--- config.mk ---
export PLATFORM = sky130hd
export DESIGN_NAME = irq_level_gate
export DESIGN_NICKNAME = d
export VERILOG_FILES = /design/src/rtl/irq_gate_pkg.sv /design/src/rtl/irq_eligibility.sv /design/src/rtl/irq_priority_pick.sv /design/src/rtl/irq_take_stage.sv /design/src/rtl/irq_level_gate.sv
export SDC_FILE = /design/constraint.sdc
export NUM_CORES = 1
export LEC_CHECK = 0
export BUFFER_PORTS_ARGS = -buffer_cell sky130_fd_sc_hd__buf_2
export CAP_MARGIN = 20
export CORE_AREA = 2 2 39 41
export CTS_CLUSTER_SIZE = 16
export DETAILED_ROUTE_END_ITERATION = 8
export DIE_AREA = 0 0 41 43
export PLACE_DENSITY = 0.55
export REMOVE_ABC_BUFFERS = 1
export SYNTH_ARGS = -nofsm -noshare
export SYNTH_HDL_FRONTEND = slang
export SYNTH_SLANG_ARGS = --single-unit
--- constraint.sdc ---
create_clock -name clk -period 0.9 [get_ports clk]
set_input_delay 0.135 -clock clk [delete_from_list [all_inputs] [get_ports clk]]
set_output_delay 0.135 -clock clk [all_outputs]
set_load 0.005 [all_outputs]
--- src/rtl/irq_gate_pkg.sv ---
// Package: shared encodings for the priority-level interrupt acceptor.
// Assumes source index order device=0, clock=1, interprocessor=2, machine check=3.
package irq_gate_pkg;
    localparam int NUM_SRC = 4;
    localparam int KIND_W  = $clog2(NUM_SRC + 1);

    typedef enum logic [KIND_W-1:0] {
        EXC_NONE   = 3'd0,
        EXC_DEVICE = 3'd1,
        EXC_CLOCK  = 3'd2,
        EXC_IPI    = 3'd3,
        EXC_MCHECK = 3'd4
    } exc_kind_e;
endpackage

--- src/rtl/irq_eligibility.sv ---
// Module: per-source eligibility against the current priority level.
// Source i is eligible when it requests, privileged mode is off and
// level <= DEV_MAX_LEVEL + i. Purely combinational.
module irq_eligibility #(
    parameter int NSRC          = 4,
    parameter int LEVEL_W       = 3,
    parameter int DEV_MAX_LEVEL = 3
) (
    input  logic [NSRC-1:0]    req,
    input  logic [LEVEL_W-1:0] level,
    input  logic               priv_mode,
    output logic [NSRC-1:0]    elig
);
    genvar g;
    generate
        for (g = 0; g < NSRC; g++) begin : g_src
            localparam int CEIL = DEV_MAX_LEVEL + g;
            // Compare the level against this source's ceiling.
            always_comb begin
                elig[g] = req[g] && !priv_mode && (int'(level) <= CEIL);
            end
        end
    endgenerate
endmodule

--- src/rtl/irq_priority_pick.sv ---
// Module: fixed-priority selector; the highest-indexed eligible source wins.
// Output kind is index+1, or 0 with hit low when nothing is eligible.
module irq_priority_pick #(
    parameter int NSRC   = 4,
    parameter int KIND_W = 3
) (
    input  logic [NSRC-1:0]   elig,
    output logic              hit,
    output logic [KIND_W-1:0] kind
);
    // Scan upward so that a later (more urgent) source overrides.
    always_comb begin
        hit  = 1'b0;
        kind = '0;
        for (int i = 0; i < NSRC; i++) begin
            if (elig[i]) begin
                hit  = 1'b1;
                kind = KIND_W'(i + 1);
            end
        end
    end
endmodule

--- src/rtl/irq_take_stage.sv ---
// Module: registers the acceptance decision into a one-cycle strobe,
// an error-clear pulse and a held exception kind.
// Assumes hit/kind_in are settled before the clock edge.
module irq_take_stage #(
    parameter int KIND_W = 3
) (
    input  logic              clk,
    input  logic              rst_n,
    input  logic              hit,
    input  logic [KIND_W-1:0] kind_in,
    output logic              take_q,
    output logic              clr_q,
    output logic [KIND_W-1:0] kind_q
);
    logic accept;

    // Accept only when no strobe is currently out.
    always_comb begin
        accept = hit && !take_q;
    end

    // Strobe register: one cycle per acceptance.
    always_ff @(posedge clk) begin
        if (!rst_n) take_q <= 1'b0;
        else        take_q <= accept;
    end

    // Error-code clear register, paired with the strobe.
    always_ff @(posedge clk) begin
        if (!rst_n) clr_q <= 1'b0;
        else        clr_q <= accept;
    end

    // Kind register: loads on acceptance, holds otherwise.
    always_ff @(posedge clk) begin
        if (!rst_n)      kind_q <= '0;
        else if (accept) kind_q <= kind_in;
    end


    single_pulse_chk: assert property (@(posedge clk) disable iff (!rst_n)
        take_q |=> !take_q);


    kind_hold_chk: assert property (@(posedge clk) disable iff (!rst_n)
        !take_q |-> $stable(kind_q));


    clr_pair_chk: assert property (@(posedge clk) disable iff (!rst_n)
        clr_q == take_q);
endmodule

--- src/rtl/irq_level_gate.sv ---
// Module: top of the priority-level interrupt acceptor.
// Gathers the four request lines, tests each against its level ceiling,
// picks the most urgent and registers the acceptance.
// Assumes inputs are synchronous to clk.
module irq_level_gate #(
    parameter int LEVEL_W       = 3,
    parameter int DEV_MAX_LEVEL = 3
) (
    input  logic               clk,
    input  logic               rst_n,
    input  logic               req_dev,
    input  logic               req_clk,
    input  logic               req_ipi,
    input  logic               req_mchk,
    input  logic [LEVEL_W-1:0] level,
    input  logic               priv_mode,
    output logic               take,
    output logic [2:0]         kind,
    output logic               clr_err
);
    import irq_gate_pkg::*;

    localparam int MCHK_MAX = DEV_MAX_LEVEL + NUM_SRC - 1;

    logic [NUM_SRC-1:0] req_vec;
    logic [NUM_SRC-1:0] elig;
    logic               hit;
    logic [KIND_W-1:0]  pick_kind;
    logic [KIND_W-1:0]  kind_q;

    // Pack request lines in urgency order, least urgent at bit 0.
    always_comb begin
        req_vec = {req_mchk, req_ipi, req_clk, req_dev};
    end

    irq_eligibility #(
        .NSRC(NUM_SRC), .LEVEL_W(LEVEL_W), .DEV_MAX_LEVEL(DEV_MAX_LEVEL)
    ) u_elig (
        .req(req_vec), .level(level), .priv_mode(priv_mode), .elig(elig)
    );

    irq_priority_pick #(.NSRC(NUM_SRC), .KIND_W(KIND_W)) u_pick (
        .elig(elig), .hit(hit), .kind(pick_kind)
    );

    irq_take_stage #(.KIND_W(KIND_W)) u_take (
        .clk(clk), .rst_n(rst_n), .hit(hit), .kind_in(pick_kind),
        .take_q(take), .clr_q(clr_err), .kind_q(kind_q)
    );

    // Drive the exception kind port from the held register.
    always_comb begin
        kind = 3'(kind_q);
    end


    priv_block_chk: assert property (@(posedge clk) disable iff (!rst_n)
        priv_mode |=> !take);


    top_level_chk: assert property (@(posedge clk) disable iff (!rst_n)
        (int'(level) > MCHK_MAX) |=> !take);


    device_level_chk: assert property (@(posedge clk) disable iff (!rst_n)
        (take && kind == 3'(EXC_DEVICE)) |-> (int'($past(level)) <= DEV_MAX_LEVEL));


    mchk_wins_chk: assert property (@(posedge clk) disable iff (!rst_n)
        ($past(rst_n) && !$past(take) && $past(req_mchk) && !$past(priv_mode)
         && (int'($past(level)) <= MCHK_MAX))
        |-> (take && kind == 3'(EXC_MCHECK)));
endmodule

# Word-level counts from Yosys, hierarchy flattened
# Index checks and enable logic that the tools add are counted.
# word_totals
inputBits	10
ff_bits	4
# classes
reduce_logical	11
magnitude_cmp	4
n_mux	8
# ops
operator	count
3-bit less-or-equal comparator, second input constant	3
1-bit logical AND	9
1-bit 2-to-1 mux	5
2-bit 2-to-1 mux	2
3-bit by 2-bit less-or-equal comparator with 1-bit output, second input constant	1
3-bit 2-to-1 mux	1
1-bit logical NOT	2

# Depth between registers and ports, before layout
# Gate-level depths: netlist of run 1.
# depth
depth_word	8
ltp_mapped	4
mapped_depth_nobuf	4

# Cells and area by module
# A second synthesis of run 1 with hierarchy kept.
# hier_totals
hier_cells	31
area_unflattened_um2	247.7
# by_module_without_submodules
module	instances	cells_each	area_each_um2	seq_area_each_um2
irq_take_stage	1	16	161.4	80.1
irq_eligibility	1	7	45.0	0.0
irq_priority_pick	1	8	41.3	0.0

# Worst setup path before layout of run 1
# OpenSTA, ideal clock, no wires.
# synth_timing
path_type	register -> register
startpoint	reg, netlist name u_take.clr_q
endpoint	reg u_take.kind_q[2]
setup_ps	117
setup_slack_ps	-22
path_stages_with_launch	4
t_required_ps	783
arrival_time_ps	805
n_path_buf	0
synth_period_minus_slack_ps	922
path_cell_list	dfxtp_1 a211oi_2 a21oi_2 o2bb2ai_1
# synth_rtl
item	line	text
end signal: assignment	irq_take_stage.sv:37	else if (accept) kind_q <= kind_in;
end: declaration	irq_take_stage.sv:13	output logic [KIND_W-1:0] kind_q

==> impl_metrics.tcl, run 1 <==
set metrics [dict create \
    maxCapViolCount 0 \
    die_w_um 41 \
    hpwl_um 524 \
    ios 15 \
    area_growth_pct 67.7 \
    drt_iter0_markers 2 \
    layout_commonest_cell "buf_2" \
    finalCriticalPeriod_ps 946 \
    setup_viol 4 \
    wire_per_inst_um 10.3 \
    whs_ps 189 \
    final_cell_mix "buf_2, buf_4" \
    fmax_ghz 1.06 \
    regToRegStartpoint "u_take.clr_q" \
    ant_nets 0 \
    grt_max_degree 6 \
    fin_skew_ps 1.37 \
    track_usage_pct 9.24 \
    dr_total_vias 288 \
    outcome "complete, but fails checks" \
    startpoint_type "flop" \
    netlist_instances 30 \
    maxSlewViolCount 0 \
    cts_buffer_depth 2 \
    tightest_slew_ps 228 \
    grt_pass1_wl_mm 1.03 \
    slew_headroom_pct 84.8 \
    hp-start "rst_n" \
    hp-class "in -> reg" \
    core_area_um2 1380 \
    grt_pass1_vias 273 \
    grt-ovfl-total 0 \
    fin_cells 67 \
    use_met1_pct 10.3 \
    placed_area_um2 372 \
    yosys_warnings 0 \
    end_kind "output port" \
    powerDensity_nw_per_um2 1340 \
    hold_viol 0 \
    via_per_inst 4.30 \
    start_util_pct 18.2 \
    syn_area_per_cell_um2 8.38 \
    place_inst 64 \
    vdd_drop_max_v 0.000757 \
    p_leak_nw 0.202 \
    fin_crit_sh_pct 105 \
    path_class "reg -> out" \
    drt-pass1-iter-count 2 \
    top_usage_layer "met2" \
    cts_tree "built" \
    clk_latency_ps 230 \
    p_total_mw 0.564 \
    numCtsBuffers 3 \
    cts_setup_buffers 0 \
    final_area_um2 422 \
    dieArea_um2 1760 \
    portBuffers 14 \
    synth.cell_area_um2 251 \
    cts_root_buffer "clkbuf_4" \
    critical_path_required_ps 760 \
    diodes 0 \
    ys_ff_latch 4 \
    drive_gt1_share_pct 51.0 \
    grt_use_met2_pct 12.2 \
    ys_seq_area_share_pct 31.8 \
    row_count 14 \
    ys_types 20 \
    die_y_um 43 \
    violations "negative setup slack" \
    grt_antenna_before_repair 0 \
    grt_setup_unrepaired "yes" \
    cts.clk_slew.worst_paths_ps 30 \
    final.setup.tns_ps -108 \
    drc_errors 0 \
    nNetsFinal 63 \
    critPathMaxFanout 3 \
    grt_use_met3_pct 1.57 \
    cp.arrival_ps 810 \
    drt_wl_total_um 692 \
    timing.final.ws_setup_ps -45.9 \
    cts.htree.levels 1 \
    startpoint "u_take.clr_q" \
    cts_sinks 4 \
    gp_congestion 0.661 \
]
==> state kept, by name (all words and copies together), names as in the netlist <==
signal and flops:
u_take.kind_q 3, u_take.clr_q 1
==> critical path, cell delays in order, from the launching register on <==
cell,delay [ps]
dfxtp_4,360
buf_6,120
buf_6,100
==> Yosys cell counts <==
cell / instances / area share, %
mux2i_1: 1 / 4.0
buf_4: 1 / 3.0
dfxtp_1: 4 / 32
o21bai_1: 1 / 3.0
o2bb2ai_1: 1 / 3.5
nand3b_1: 1 / 3.0
a21bo_1: 1 / 4.0
nor2b_1: 1 / 2.5
and2_1: 1 / 2.5
a211oi_2: 2 / 9.9
inv_1: 3 / 4.5
o21ai_0: 1 / 2.0
a21oi_1: 2 / 4.0
nand2_1: 1 / 1.5
nand3_1: 2 / 4.0
a21oi_2: 1 / 3.5
nand4b_1: 1 / 3.5
o21ai_1: 1 / 2.0
nor2_1: 2 / 3.0
nand2b_1: 2 / 5.0
==> layer usage <==
metal  part of all wire [%]  up-vias
met5                      0        -
met4                    3.9        0
met3                     10        4
met2                     38       14
met1                     48      122
li1                       -      148
==> report_power, final <==
part	internal, mW	total (mW)	switching, mW	leakage, nW
logic	0.0823	0.146	0.0635	0.154
registers	0.190	0.200	0.0103	0.0334
clock network	0.149	0.218	0.0695	0.0138
total	0.421	0.564	0.143	0.202
==> stage by stage <==
step,setup WS [ps],util (%)
6_report,-45.9,30.5
4_1_cts,-38.8,28.8
5_1_grt,-63.7,30.5
2_1_floorplan,-35.6,-
3_5_place_dp,-154,26.9
3_3_place_gp,-173,26.9
==> area by class of cell <==
class	count	area [µm²]
Inverter	3	11.3
Tap cell	16	20.0
Timing Repair Buffer	19	124
Clock buffer	3	22.5
Multi-Input combinational cell	22	160
Sequential cell	4	83.8
Fill cell	156	962
==> cells by family (layout without fill, tap and decap cells) <==
| logic type | Yosys count | count (layout) | share of synthesized area [%] |
|---|---|---|---|
| mux | 1 | 1 | 3.98 |
| compound gates | 10 | 10 | 31.8 |
| flops | 4 | 4 | 31.8 |
| buf+inv | 4 | 25 | 7.46 |
| simple gates | 11 | 11 | 24.9 |
==> what timing repair did <==
action	CTS	global route
pin swaps	2	2
hold buffers	0	0
gates cloned	0	0
endpoints found under the setup margin	5	5
gates resized for setup	2	4
==> path summary, 6_finish.rpt <==
| kind | cells after the start | slack (ps) | to |
|---|---|---|---|
| worst max-delay path | 2 | -50 | take |
| worst min-delay path | 3 | 190 | u_take.clr_q |
| worst max register to register | 3 | -10 | u_take.kind_q[2] |
| worst min register to register | 2 | 460 | u_take.kind_q[0] |
(Power assumes the default switching activity.)
==> inputs of run 2 (changes only) <==
--- a/config.mk
+++ b/config.mk
@@ -11,8 +11,9 @@
 export CTS_CLUSTER_SIZE = 16
 export DETAILED_ROUTE_END_ITERATION = 8
 export DIE_AREA = 0 0 41 43
-export PLACE_DENSITY = 0.55
+export PLACE_DENSITY = 0.54
 export REMOVE_ABC_BUFFERS = 1
 export SYNTH_ARGS = -nofsm -noshare
 export SYNTH_HDL_FRONTEND = slang
+export SYNTH_HIERARCHICAL = 1
 export SYNTH_SLANG_ARGS = --single-unit
==> impl_metrics.tcl, run 2 <==
set metrics [dict create \
    start_util_pct 17.9 \
    grt_pass1_wl_um 972 \
    grt_setup_unrepaired "yes" \
    critical_path_required_ps 1050 \
    syn_area_per_cell_um2 7.99 \
    synth_top_area_share_pct 32.3 \
    ys_ff_latch 4 \
    slew_headroom_pct 83.7 \
    ant_nets 0 \
    fin_crit_sh_pct 101 \
    critPathMaxFanout 4 \
    final.setup.tns_ps -7.08 \
    ys_types 15 \
    top_register "u_take/kind_q" \
    grt_antenna_before_repair 0 \
    netSwitchingFraction_pct 25.2 \
    yosys_warnings 6 \
    track_usage_pct 8.33 \
    via_per_inst 3.94 \
    die_w_um 41 \
    power_frac_clock_pct 39.1 \
    tightest_slew_ps 245 \
    nNetsFinal 60 \
    drive_gt1_share_pct 60.4 \
    cts_root_buffer "clkbuf_4" \
    numCtsBuffers 3 \
    cp.arrival_ps 1060 \
    dieArea_um2 1760 \
    p_total_mw 0.563 \
    startpoint_type "primary input" \
    yosysMostFrequentCell "nand2_1" \
    fin_skew_ps 3.16 \
    fmax_ghz 1.10 \
    cts_buffer_depth 2 \
    ys_seq_area_share_pct 32.3 \
    grt_pass1_vias 253 \
    timing.final.ws_setup_ps -7.08 \
    end_kind "flop" \
    synth_edf_count 0 \
    synth.cell_area_um2 248 \
    power_frac_seq_pct 35.4 \
    gp_congestion 0.627 \
    netlist_top_cells_count "nand2_1, dfxtp_1, inv_1, mux2i_1, nor2_1" \
    hp-start "rst_n" \
    synth_area_leaders "dfxtp_1, mux2i_1, nand2_1" \
    largest_reg_flops 3 \
    cts_setup_buffers 0 \
    drc_errors 0 \
    grt_max_degree 8 \
    setup_viol 1 \
    core_area_um2 1380 \
    hold_buffers 0 \
    drt_wl_total_um 651 \
    powerDensity_nw_per_um2 1360 \
    final_cell_mix "buf_2, nand2_1" \
    reg_top3 "u_take/kind_q: 3 flops, u_take/clr_q: 1 flops" \
    holdPathStages 3 \
    synth_ff_type "dfxtp_1" \
    startpoint "level[0]" \
    diodes 0 \
    path_class "in -> reg" \
    comb_power_share_pct 25.5 \
    cts.htree.levels 1 \
    hold_viol 0 \
    post-route-util_pct 29.9 \
    drt_iter0_markers 1 \
    outcome "complete, but fails checks" \
    grt-ovfl-total 0 \
    regToRegStartpoint "u_take/clr_q" \
    p_int_mw 0.421 \
    p_leak_nw 0.200 \
    synth_area_leader_cell "dfxtp_1" \
    cts_sinks 4 \
    maxCapViolCount 0 \
    netlist_instances 31 \
    ios 15 \
    async_reset_ff_share_pct 0 \
    area_growth_pct 67.2 \
    dr_total_vias 252 \
    finalCriticalPeriod_ps 907 \
    hp-class "in -> reg" \
    drt-pass1-iter-count 4 \
    layout_commonest_cell "buf_2" \
    die_y_um 43 \
    portBuffers 14 \
    clk_latency_ps 230 \
    power_switching_mw 0.142 \
    cts_tree "built" \
    vdd_drop_max_v 0.000667 \
    wire_per_inst_um 10.2 \
    maxSlewViolCount 0 \
    violations "negative setup slack" \
    row_count 14 \
    cts.clk_slew.worst_paths_ps 40 \
    reg2reg_depth 2 \
]
## run 2: cell count changes after synthesis, sizes merged, moves of 2 or more
cell / previous run / this run
mux2i: 1 / 3
a21oi: 3 / 1
nand2: 1 / 7
nand3: 2 / 0
## run 2: worst max-delay path, cell delays in order
cell,delay [ps]
buf_6,100
o21ai_2,120
and3b_2,210
nor2_2,40
nand2_1,60
nor2b_4,180
mux2i_1,220
## run 2: kinds of logic (layout without fill, tap and decap cells)
| group | after synthesis | after routing | synth area share, % |
|---|---|---|---|
| AO/OA/AOI/OAI | 4 | 4 | 12.1 |
| multiplexers | 3 | 3 | 12.1 |
| flip-flops | 4 | 4 | 32.3 |
| buffers and inverters | 5 | 22 | 10.6 |
| AND/OR/NAND/NOR | 15 | 15 | 32.8 |
## run 2: power by group through the flow
stage	combinational, mW	sequential, mW	clock [mW]
after floorplan	0.0573	0.203	0
after global placement	0.116	0.201	0
after detailed placement	0.116	0.201	0
after CTS	0.143	0.199	0.234
after global routing	0.157	0.200	0.244
final	0.144	0.200	0.220
## run 2: stage by stage
step                hold WS [ps]  instances  setup WS, ps  instance area [µm²]
floorplan                    271         29          -266                  233
global placement             452         61          -333                  338
detailed placement           449         61          -353                  338
CTS                          205         64         -7.79                  412
global route                 226         64         -98.7                  414
finish                       214         64         -7.08                  414
## run 2: final cells by class
type                            instances  area (µm²)
Tap cell                               16        20.0
Fill cell                             157         970
Multi-Input combinational cell         22         173
Timing Repair Buffer                   16         106
Clock buffer                            3        22.5
Inverter                                3        11.3
Sequential cell                         4        81.3
## run 2: repair_timing
item | 4_1_cts | 5_1_grt
endpoints found under the setup margin | 4 | 6
hold endpoints to repair | 0 | 0
cloned | 0 | 0
pin swaps | 7 | 2
gates resized for setup | 12 | 2
## run 2: final timing paths
| path | endpoint | slack [ps] |
|---|---|---|
| max | u_take/kind_q[0] | -7 |
| min | u_take/kind_q[2] | 210 |
| max reg2reg | u_take/kind_q[0] | 110 |
| min reg2reg | u_take/kind_q[2] | 450 |
## run 2: routing by layer
metal | routed length [µm] | up-vias | track usage, %
met1 | 270 | 108 | 8.36
met2 | 333 | 10 | 14.1
li1 | - | 134 | -
met4 | 0 | 0 | 6.00
met3 | 47 | 0 | 1.57
met5 | 0 | - | 0
==> inputs of run 3 (changes only) <==
--- a/config.mk
+++ b/config.mk
@@ -13,7 +13,9 @@
 export DIE_AREA = 0 0 41 43
 export PLACE_DENSITY = 0.54
 export REMOVE_ABC_BUFFERS = 1
+export SKIP_CTS_REPAIR_TIMING = 1
 export SYNTH_ARGS = -nofsm -noshare
 export SYNTH_HDL_FRONTEND = slang
 export SYNTH_HIERARCHICAL = 1
 export SYNTH_SLANG_ARGS = --single-unit
+export TNS_END_PERCENT = 50
==> impl_metrics.tcl, run 3 (same netlist as run 2, synthesis figures left out) <==
set metrics [dict create \
    comb_power_share_pct 26.1 \
    portBuffers 14 \
    clk_latency_ps 230 \
    grt-ovfl-total 0 \
    drive_gt1_share_pct 60.4 \
    track_usage_pct 7.23 \
    ant_nets 0 \
    p_int_mw 0.424 \
    layout_commonest_cell "buf_2" \
    fin_skew_ps 3.16 \
    powerDensity_nw_per_um2 1340 \
    violations "negative setup slack" \
    cts.clk_slew.worst_paths_ps 40 \
    path_class "in -> reg" \
    cts_sinks 4 \
    nFillCells 154 \
    power_frac_clock_pct 38.8 \
    p_leak_nw 0.203 \
    finalCriticalPeriod_ps 926 \
    fmax_ghz 1.08 \
    end_kind "flop" \
    gp_congestion 0.627 \
    core_area_um2 1380 \
    crit_buf_inv 1 \
    grt_setup_unrepaired "yes" \
    cts_root_buffer "clkbuf_4" \
    netSwitchingFraction_pct 25.3 \
    drc_errors 0 \
    hold_viol 0 \
    timing.final.ws_setup_ps -26.5 \
    drt_iter0_markers 1 \
    via_per_inst 3.89 \
    ios 15 \
    final_cell_mix "buf_2, nand2_1, buf_6" \
    nNetsFinal 60 \
    maxSlewViolCount 0 \
    die_w_um 41 \
    top_register "u_take/kind_q" \
    reg_top3 "u_take/kind_q: 3 flops, u_take/clr_q: 1 flops" \
    diodes 0 \
    vdd_drop_max_v 0.000671 \
    drt-pass1-iter-count 4 \
    start_util_pct 17.9 \
    drt_wl_total_um 642 \
    wire_per_inst_um 10.0 \
    power_switching_mw 0.143 \
    setup_viol 2 \
    grt_max_degree 8 \
    area_growth_pct 70.7 \
    largest_reg_flops 3 \
    slew_headroom_pct 83.3 \
    hp-class "in -> reg" \
    cts_buffer_depth 2 \
    path_cells "buf_6, o21ai_2, and3b_2, nor2_4, nand2_1, nor2b_4, mux2i_1" \
    grt_pass1_wl_um 848 \
    power_frac_seq_pct 35.1 \
    fin_crit_sh_pct 103 \
    cts_tree "built" \
    cts.htree.levels 1 \
    post-route-util_pct 30.6 \
    crit_slowest_cell "and3b_2" \
    grt_antenna_before_repair 0 \
    maxCapViolCount 0 \
    cp_slowest_stage_delay_ps 220 \
    startpoint_type "primary input" \
    final_area_um2 423 \
    tightest_slew_ps 250 \
    numCtsBuffers 3 \
    critPathMaxFanout 4 \
    dr_total_vias 249 \
    critPathTopFamily "simple AND/OR/NAND/NOR gates" \
    dieArea_um2 1760 \
    post-place-ws_ps -353 \
    cp.arrival_ps 1080 \
    row_count 14 \
    outcome "complete, but fails checks" \
    placed_area_um2 338 \
    grt_pass1_vias 227 \
    die_y_um 43 \
    critical_path_required_ps 1050 \
]
## run 3: layer usage
| metal | track usage (%) | routed length, µm | up-vias | share of wire (%) |
|---|---|---|---|---|
| met2 | 10.3 | 326 | 10 | 51 |
| met4 | 6.00 | 0 | 0 | 0 |
| li1 | - | - | 134 | - |
| met3 | 1.57 | 52 | 0 | 8.1 |
| met5 | 0 | 0 | - | 0 |
| met1 | 8.68 | 263 | 105 | 41 |
## run 3: final cells by class
class / count / area (µm²) / area share [%]
multi-input combinational: 22 / 178 / 42.0
timing repair buffer: 16 / 110 / 26.0
sequential: 4 / 81.3 / 19.2
clock buffer: 3 / 22.5 / 5.33
tap: 16 / 20.0 / 4.73
inverter: 3 / 11.3 / 2.66
## run 3: per-stage QoR
stage          power, mW  cells  hold WS [ps]  setup TNS [ps]
2_1_floorplan      0.261     29           271           -1020
3_3_place_gp       0.317     61           452           -1250
3_5_place_dp       0.318     61           449           -1220
4_1_cts            0.551     64           205            -263
5_1_grt            0.607     64           226            -288
6_report           0.568     64           214           -28.1
## run 3: worst reg2reg max path, delay by kind of cell (launching register included)
family / cells / cell delay (ps)
muxes: 1 / 220
DFF: 1 / 330
and+or+nand+nor: 1 / 160
## run 3: path summary, 6_finish.rpt
check	from	to	slack, ps	cells past startpoint
max	level[0]	u_take/kind_q[0]	-30	7
min	rst_n	u_take/kind_q[2]	210	3
min reg2reg	u_take/kind_q[2]	u_take/kind_q[2]	450	2
max reg2reg	u_take/clr_q	u_take/kind_q[0]	110	2
## run 3: power by group through the flow
stage               registers, mW  clock network (mW)  logic [mW]
global placement            0.201                   0       0.116
finish                      0.200               0.220       0.148
CTS                         0.199               0.234       0.118
detailed placement          0.201                   0       0.116
global route                0.200               0.244       0.162
floorplan                   0.203                   0      0.0573
